[src/rtl/rev_pkg.sv]
package rev_pkg;

    localparam int LANES   = 4;
    localparam int NGATES  = 4;
    localparam int GIDX_W  = $clog2(NGATES);
    localparam int COST_W0 = 4;

    typedef enum logic [GIDX_W-1:0] {
        G_CXOR  = 2'd0,
        G_CSWAP = 2'd1,
        G_TSG   = 2'd2,
        G_SAYEM = 2'd3
    } gate_e;

    typedef struct packed {
        logic l3;
        logic l2;
        logic l1;
        logic l0;
    } quad_t;

    // controlled XOR: lane1 ^= lane0
    function automatic quad_t cxor_map(input quad_t v);
        quad_t r;
        r    = v;
        r.l1 = v.l0 ^ v.l1;
        return r;
    endfunction

    // controlled swap of lanes 1 and 2 under lane 0
    function automatic quad_t cswap_map(input quad_t v);
        quad_t r;
        r    = v;
        r.l1 = v.l0 ? v.l2 : v.l1;
        r.l2 = v.l0 ? v.l1 : v.l2;
        return r;
    endfunction

    function automatic quad_t tsg_fwd(input quad_t v);
        quad_t r;
        logic  q;
        q    = (~v.l0 & ~v.l2) ^ ~v.l1;
        r.l0 = v.l0;
        r.l1 = q;
        r.l2 = q ^ v.l3;
        r.l3 = (q & v.l3) ^ (v.l0 & v.l1) ^ v.l2;
        return r;
    endfunction

    function automatic quad_t tsg_bwd(input quad_t v);
        quad_t r;
        logic  dd, bb, cc;
        dd = v.l1 ^ v.l2;
        if (v.l0) begin
            bb = ~v.l1;
            cc = v.l3 ^ (v.l1 & dd) ^ bb;
        end else begin
            cc = v.l3 ^ (v.l1 & dd);
            bb = v.l1 ^ cc;
        end
        r.l0 = v.l0;
        r.l1 = bb;
        r.l2 = cc;
        r.l3 = dd;
        return r;
    endfunction

    function automatic quad_t sayem_fwd(input quad_t v);
        quad_t r;
        logic  m1, m2;
        m1   = v.l0 ? v.l2 : v.l1;
        m2   = v.l0 ? v.l1 : v.l2;
        r.l0 = v.l0;
        r.l1 = m1;
        r.l2 = m1 ^ v.l3;
        r.l3 = m2 ^ v.l3;
        return r;
    endfunction

    function automatic quad_t sayem_bwd(input quad_t v);
        quad_t r;
        logic  dd, other;
        dd    = v.l1 ^ v.l2;
        other = v.l3 ^ dd;
        r.l0  = v.l0;
        r.l1  = v.l0 ? other : v.l1;
        r.l2  = v.l0 ? v.l1  : other;
        r.l3  = dd;
        return r;
    endfunction

    function automatic logic [COST_W0-1:0] cost_of(input gate_e g);
        case (g)
            G_CXOR:  return 4'd1;
            G_CSWAP: return 4'd5;
            default: return 4'd0;
        endcase
    endfunction

endpackage

[src/rtl/rev_fwd_bank.sv]
module rev_fwd_bank
    import rev_pkg::*;
(
    input  quad_t vin,
    output quad_t vres [NGATES]
);
    for (genvar g = 0; g < NGATES; g++) begin : g_gate
        if (g == int'(G_CXOR)) begin : g_cx
            assign vres[g] = cxor_map(vin);
        end else if (g == int'(G_CSWAP)) begin : g_cs
            assign vres[g] = cswap_map(vin);
        end else if (g == int'(G_TSG)) begin : g_ts
            assign vres[g] = tsg_fwd(vin);
        end else begin : g_sy
            assign vres[g] = sayem_fwd(vin);
        end
    end
endmodule

[src/rtl/rev_bwd_bank.sv]
module rev_bwd_bank
    import rev_pkg::*;
(
    input  quad_t vin,
    output quad_t vres [NGATES]
);
    for (genvar g = 0; g < NGATES; g++) begin : g_gate
        if (g == int'(G_CXOR)) begin : g_cx
            assign vres[g] = cxor_map(vin);
        end else if (g == int'(G_CSWAP)) begin : g_cs
            assign vres[g] = cswap_map(vin);
        end else if (g == int'(G_TSG)) begin : g_ts
            assign vres[g] = tsg_bwd(vin);
        end else begin : g_sy
            assign vres[g] = sayem_bwd(vin);
        end
    end
endmodule

[src/rtl/rev_out_sel.sv]
module rev_out_sel
    import rev_pkg::*;
#(
    parameter int SEL_W  = 3,
    parameter int COST_W = 4
)(
    input  logic [SEL_W-1:0]  sel,
    input  logic              bwd,
    input  quad_t             fwd_res [NGATES],
    input  quad_t             bwd_res [NGATES],
    output quad_t             vout,
    output logic [COST_W-1:0] cost,
    output logic              bad
);
    localparam int MAXSEL = NGATES - 1;

    logic [GIDX_W-1:0] idx;
    logic              in_range;

    assign idx      = sel[GIDX_W-1:0];
    assign in_range = (int'(sel) <= MAXSEL);

    always_comb begin
        vout = '0;
        cost = '0;
        bad  = 1'b1;
        if (in_range) begin
            bad  = 1'b0;
            vout = bwd ? bwd_res[idx] : fwd_res[idx];
            cost = COST_W'(cost_of(gate_e'(idx)));
        end
    end
endmodule

[src/rtl/rev_gate_lib.sv]
module rev_gate_lib
    import rev_pkg::*;
#(
    parameter int SEL_W  = 3,
    parameter int COST_W = 4
)(
    input  logic [SEL_W-1:0]  gate_sel,
    input  logic              dir_bwd,
    input  logic [LANES-1:0]  din,
    output logic [LANES-1:0]  dout,
    output logic [COST_W-1:0] qcost,
    output logic              sel_bad
);
    quad_t vin;
    quad_t vout;
    quad_t fres [NGATES];
    quad_t bres [NGATES];

    assign vin  = quad_t'(din);
    assign dout = LANES'(vout);

    rev_fwd_bank u_fwd (.vin(vin), .vres(fres));
    rev_bwd_bank u_bwd (.vin(vin), .vres(bres));

    rev_out_sel #(.SEL_W(SEL_W), .COST_W(COST_W)) u_sel (
        .sel     (gate_sel),
        .bwd     (dir_bwd),
        .fwd_res (fres),
        .bwd_res (bres),
        .vout    (vout),
        .cost    (qcost),
        .bad     (sel_bad)
    );
endmodule

[config.mk]
export PLATFORM = sky130hd
export DESIGN_NAME = rev_gate_lib
export DESIGN_NICKNAME = d
export VERILOG_FILES = /design/src/rtl/rev_pkg.sv /design/src/rtl/rev_fwd_bank.sv /design/src/rtl/rev_bwd_bank.sv /design/src/rtl/rev_out_sel.sv /design/src/rtl/rev_gate_lib.sv
export SDC_FILE = /design/constraint.sdc
export NUM_CORES = 1
export LEC_CHECK = 0
export ABC_AREA = 1
export ABC_CLOCK_PERIOD_IN_PS = 1680
export BUFFER_PORTS_ARGS = -buffer_cell sky130_fd_sc_hd__buf_2
export CAP_MARGIN = 20
export CORE_MARGIN = 5
export CORE_UTILIZATION = 40
export DETAILED_ROUTE_END_ITERATION = 12
export PLACE_DENSITY = 0.6
export SETUP_SLACK_MARGIN = 0.5
export SYNTH_ARGS = -nofsm -noshare
export SYNTH_HDL_FRONTEND = slang
export SYNTH_HIERARCHICAL = 1
export SYNTH_SLANG_ARGS = --single-unit
export TNS_END_PERCENT = 10
[constraint.sdc]
create_clock -name vclk -period 1.68
set_input_delay 0 -clock vclk [all_inputs]
set_output_delay 0 -clock vclk [all_outputs]
set_load 0.02 [all_outputs]
Word-level counts from Yosys, hierarchy flattened
Cells that the tools add are included.
{"block": "op_classes", "magnitude_cmp": 2, "n_mux": 17, "bitwise_logic": 20, "eq_ne": 1, "n_reduce_logical": 1}
{"operator": "$mux 4", "n": 7}
{"operator": "$bmux 4 s2", "n": 2}
{"operator": "$xor 1x1->1", "n": 12}
{"operator": "$mux 1", "n": 7}
{"operator": "$pmux 3 s2", "n": 1}
{"operator": "$and 1x1->1", "n": 4}
{"operator": "$ge 3x3->1 const B", "n": 1}
{"operator": "$le 3x2->1 const B", "n": 1}
{"operator": "$not 1->1", "n": 3}
{"operator": "$not 2->3", "n": 1}
{"operator": "$eq 2x1->1 const B", "n": 1}
{"operator": "$logic_not 2->1", "n": 1}
{"block": "totals", "elab_cells": 41, "ff_bits": 0, "in_bits": 8, "output_inout_bits": 9}

Depth between registers and ports, before layout
{"block": "logic_depth", "depth_word": 11, "ltp_mapped": 14, "ltp_nobuf": 14}

Modules after synthesis
Netlist, hierarchy kept.
{"module": "rev_out_sel", "cells_each": 110, "seq_area_each_um2": 0.0, "n_inst": 1, "area_each_um2": 470.5}
{"module": "rev_fwd_bank", "cells_each": 35, "seq_area_each_um2": 0.0, "n_inst": 1, "area_each_um2": 192.7}
{"module": "rev_bwd_bank", "cells_each": 37, "seq_area_each_um2": 0.0, "n_inst": 1, "area_each_um2": 190.2}

Least setup slack after synthesis
OpenSTA, ideal clock, no wires.
{"block": "synth_timing", "path_kind": "input -> output", "from": "in din[2]", "to": "out dout[3]", "arrival_time_ns": 1.172, "required_ns": 1.680, "n_path_buf": 0, "cell_stages": 13, "path_slack_ns": 0.508, "cell_sequence": "nor2_1 > xnor2_1 > ha_1 > inv_1 > nand2_1 > nand3_1 > nand2_1 > nand2_1 > nand3_1 > nand2_1 > nand2_1 > nand2_1 > nor2_1"}
{"element": "start, declared", "line_no": "rev_gate_lib.sv:9", "source": "input logic [LANES-1:0] din,"}
{"element": "end, declared", "line_no": "rev_gate_lib.sv:10", "source": "output logic [LANES-1:0] dout,"}

==> summary.txt <==
Route
  • DR vias: ~900
  • Router iterations before antenna repair: 4
  • Routed length per placed instance: roughly 8.9 microns
  • # DRC: 0
  • Routed Antenna Nets: 0
  • Final wirelength: roughly 1800 microns
  • Iter 0 DRT Violations: 32
  • Vias per cell: about 4.4

Critical path
  • CP dominant cell by count: nand2_1
  • CP Capture Type: primary output
  • CP Launch Type: input pin
  • Worst Path Required: 1680 ps
  • Critical-path maximum fanout: 8
  • Buf/Inv on CP: 3
  • Critical path arrival: 1340 ps
  • CP cell instances: buf_8, nor2_4, xnor2_4, ha_4, inv_2, nand2_2, nand2_1, nand2_1, nand2_1, nand2_1, nand3_2, nand2_1, nand2_1, nand2_1, nor2_1, buf_4
  • Critical setup path kind: in2out
  • Worst path max stage delay: approximately 170 ps
  • Delay-heaviest family, CP: simple AND/OR/NAND/NOR gates
  • Crit-path slowest cell: ha_4

Cells and area
  • Fin nets: 190
  • # diodes: 0
  • Area grow syn2layout: 3.08%
  • Sequential Area: 0 sq um
  • Post-Layout Cell Count: slightly above 200
  • Final non-filler cell area: slightly below 900 sq um
  • Final-layout clock buffer total: 0
  • Fillcell total: 229
  • Seq cells: 0
  • Ratio of cells with drive above 1 in the final layout: 0.186

STA
  • Hold Vio Cnt, Final: 0
  • RSZ-0062 raised after global routing: yes
  • Fmax: between 0.7 and 0.8 GHz
  • Setup TNS Final: 0 ps
  • Max-slew violation count: 0
  • Tmin final: around 1300 ps
  • Ratio of final minimum period to clock period: 0.795
  • Final setup viols: 0

Global route
  • GR Util met2: 0.210
  • Largest net degree at the start of global routing: 18
  • First-pass GRT wire length: roughly 3200 microns
  • Global route overflow: 0
  • Vias in the first global route: around 790
  • Most Used Layer, Global Route: met2
  • Met3 Usage GRT: 0.00464
  • Met1 Usage GRT: 0.152
  • GRT Total Usage: 0.114
  • Initial antenna violation count: 0

Place
  • Hpwl dp: roughly 1300 microns
  • Routability cong.: around 0.92
  • Dpl cell area: 787 sq um
  • I/O Buffers: 15
  • DP Cell Count: between 200 and 250

Synth
  • Count of different cell masters after synthesis: 15
  • Mean post-synth cell area: 4.69 sq um
  • Post-Syn Area: 853 sq um
  • Share of the synthesized area in the top cell type: 0.326
  • Post-synthesis sequential area ratio: 0
  • Post-Synthesis Cells: roughly 180
  • YS warnings: 6
  • Area leader, netlist: nand2_1
  • Synth top area cells: nand2_1, buf_4, inv_1, nor2_1, nand3_1

Power and ir drop
  • Power density cells: ~290 nW/um^2
  • Flop pwr share: 0
  • Pint: a little under 100 uW
  • Sw Share: 0.618
  • Net Switching: ~160 uW
  • Combinational share of power: 1.000
  • Clock share of power: 0
  • Worst VDD drop: 0.133 mV
  • Leak: around 0.60 nW

Floorplanning
  • Core ar.: 2000 sq um
  • Ports: 17
  • Initial Util: 0.426
  • Die area: ~3200 sq um
  • Row count: 16
  • Height of the die: approximately 56 microns
  • Die Span X: ~56 microns

Hold path
  • Worst hold path type: in2out

Run status
  • Outcome: complete, no violations

Run
  • MaxCap Viol Count: 0
==> cell usage in the layout, fill, tap and decap left out <==
cell type | synthesis | final
o21ai_0 | 3 | 3
buf_6 | 3 | 1
conb_1 | 1 | 2
nand3_2 | 0 | 2
nor2_1 | 23 | 22
nand3_1 | 13 | 11
ha_4 | 0 | 1
nor2_4 | 0 | 1
buf_2 | 0 | 10
nand2_2 | 7 | 9
nand2_1 | 74 | 72
nor3_1 | 1 | 1
xnor2_4 | 0 | 1
inv_2 | 1 | 2
ha_1 | 3 | 2
buf_8 | 0 | 2
inv_1 | 32 | 31
buf_4 | 18 | 4
==> layout make-up <==
type               instances  area, sq um  share of cell area
multi-input cells        127          601               0.683
well taps                 27         33.8              0.0384
repair buffers            17          121               0.138
inverters                 33          124               0.141
==> through the flow <==
stage / hold slack [ps] / setup WS [ps] / total power, mW / util
after floorplan: 74.9 / 508 / 0.204 / -
after global placement: 266 / 254 / 0.222 / 0.393
after detailed placement: 272 / 243 / 0.222 / 0.393
after CTS: 275 / 366 / 0.239 / 0.419
after global routing: 280 / 210 / 0.293 / 0.439
final: 269 / 344 / 0.256 / 0.439
==> repair_timing <==
action                                  4_1_cts  5_1_grt
hold buffers                                  0        0
endpoints found under the setup margin        4        4
gates resized for setup                      13        8
setup buffers                                 1        0
pin swaps                                     7        7
==> cells by family (layout without fill, tap and decap cells) <==
logic type / Yosys count / after routing / synth area share
simple gates: 118 / 118 / 0.560
other cells: 1 / 2 / 0.00439
compound gates: 3 / 3 / 0.0176
xor+xnor: 1 / 1 / 0.0103
buf+inv: 56 / 50 / 0.364
fa+ha+maj: 3 / 3 / 0.0440
==> worst paths after layout <==
check / from / endpoint / slack (ps) / cells after the start
worst min-delay path: gate_sel[2] / sel_bad / 270 / 2
worst max-delay path: din[2] / dout[3] / 340 / 16
==> cell usage after synthesis <==
master / count
buf_6: 3
nor3_1: 1
inv_1: 32
nand3_1: 13
conb_1: 1
buf_4: 18
nand2_1: 74
clkbuf_8: 1
o21ai_0: 3
nor2_1: 23
xnor2_1: 1
inv_2: 1
nand2_2: 7
ha_1: 3
clkbuf_1: 1
==> power by group through the flow <==
stage / combinational [mW] / clock [mW] / sequential (mW)
after CTS: 0.239 / 0 / 0
after global placement: 0.222 / 0 / 0
final: 0.256 / 0 / 0
after floorplan: 0.204 / 0 / 0
after global routing: 0.293 / 0 / 0
after detailed placement: 0.222 / 0 / 0
==> metal layers <==
metal / share of wire / up-vias / wire length (microns)
li1: - / 503 / -
met1: 0.48 / 376 / 877
met2: 0.44 / 23 / 806
met3: 0.074 / 0 / 135
met4: 0 / 0 / 0
met5: 0 / - / 0
No activity file was read; power rests on OpenSTA's default activity.
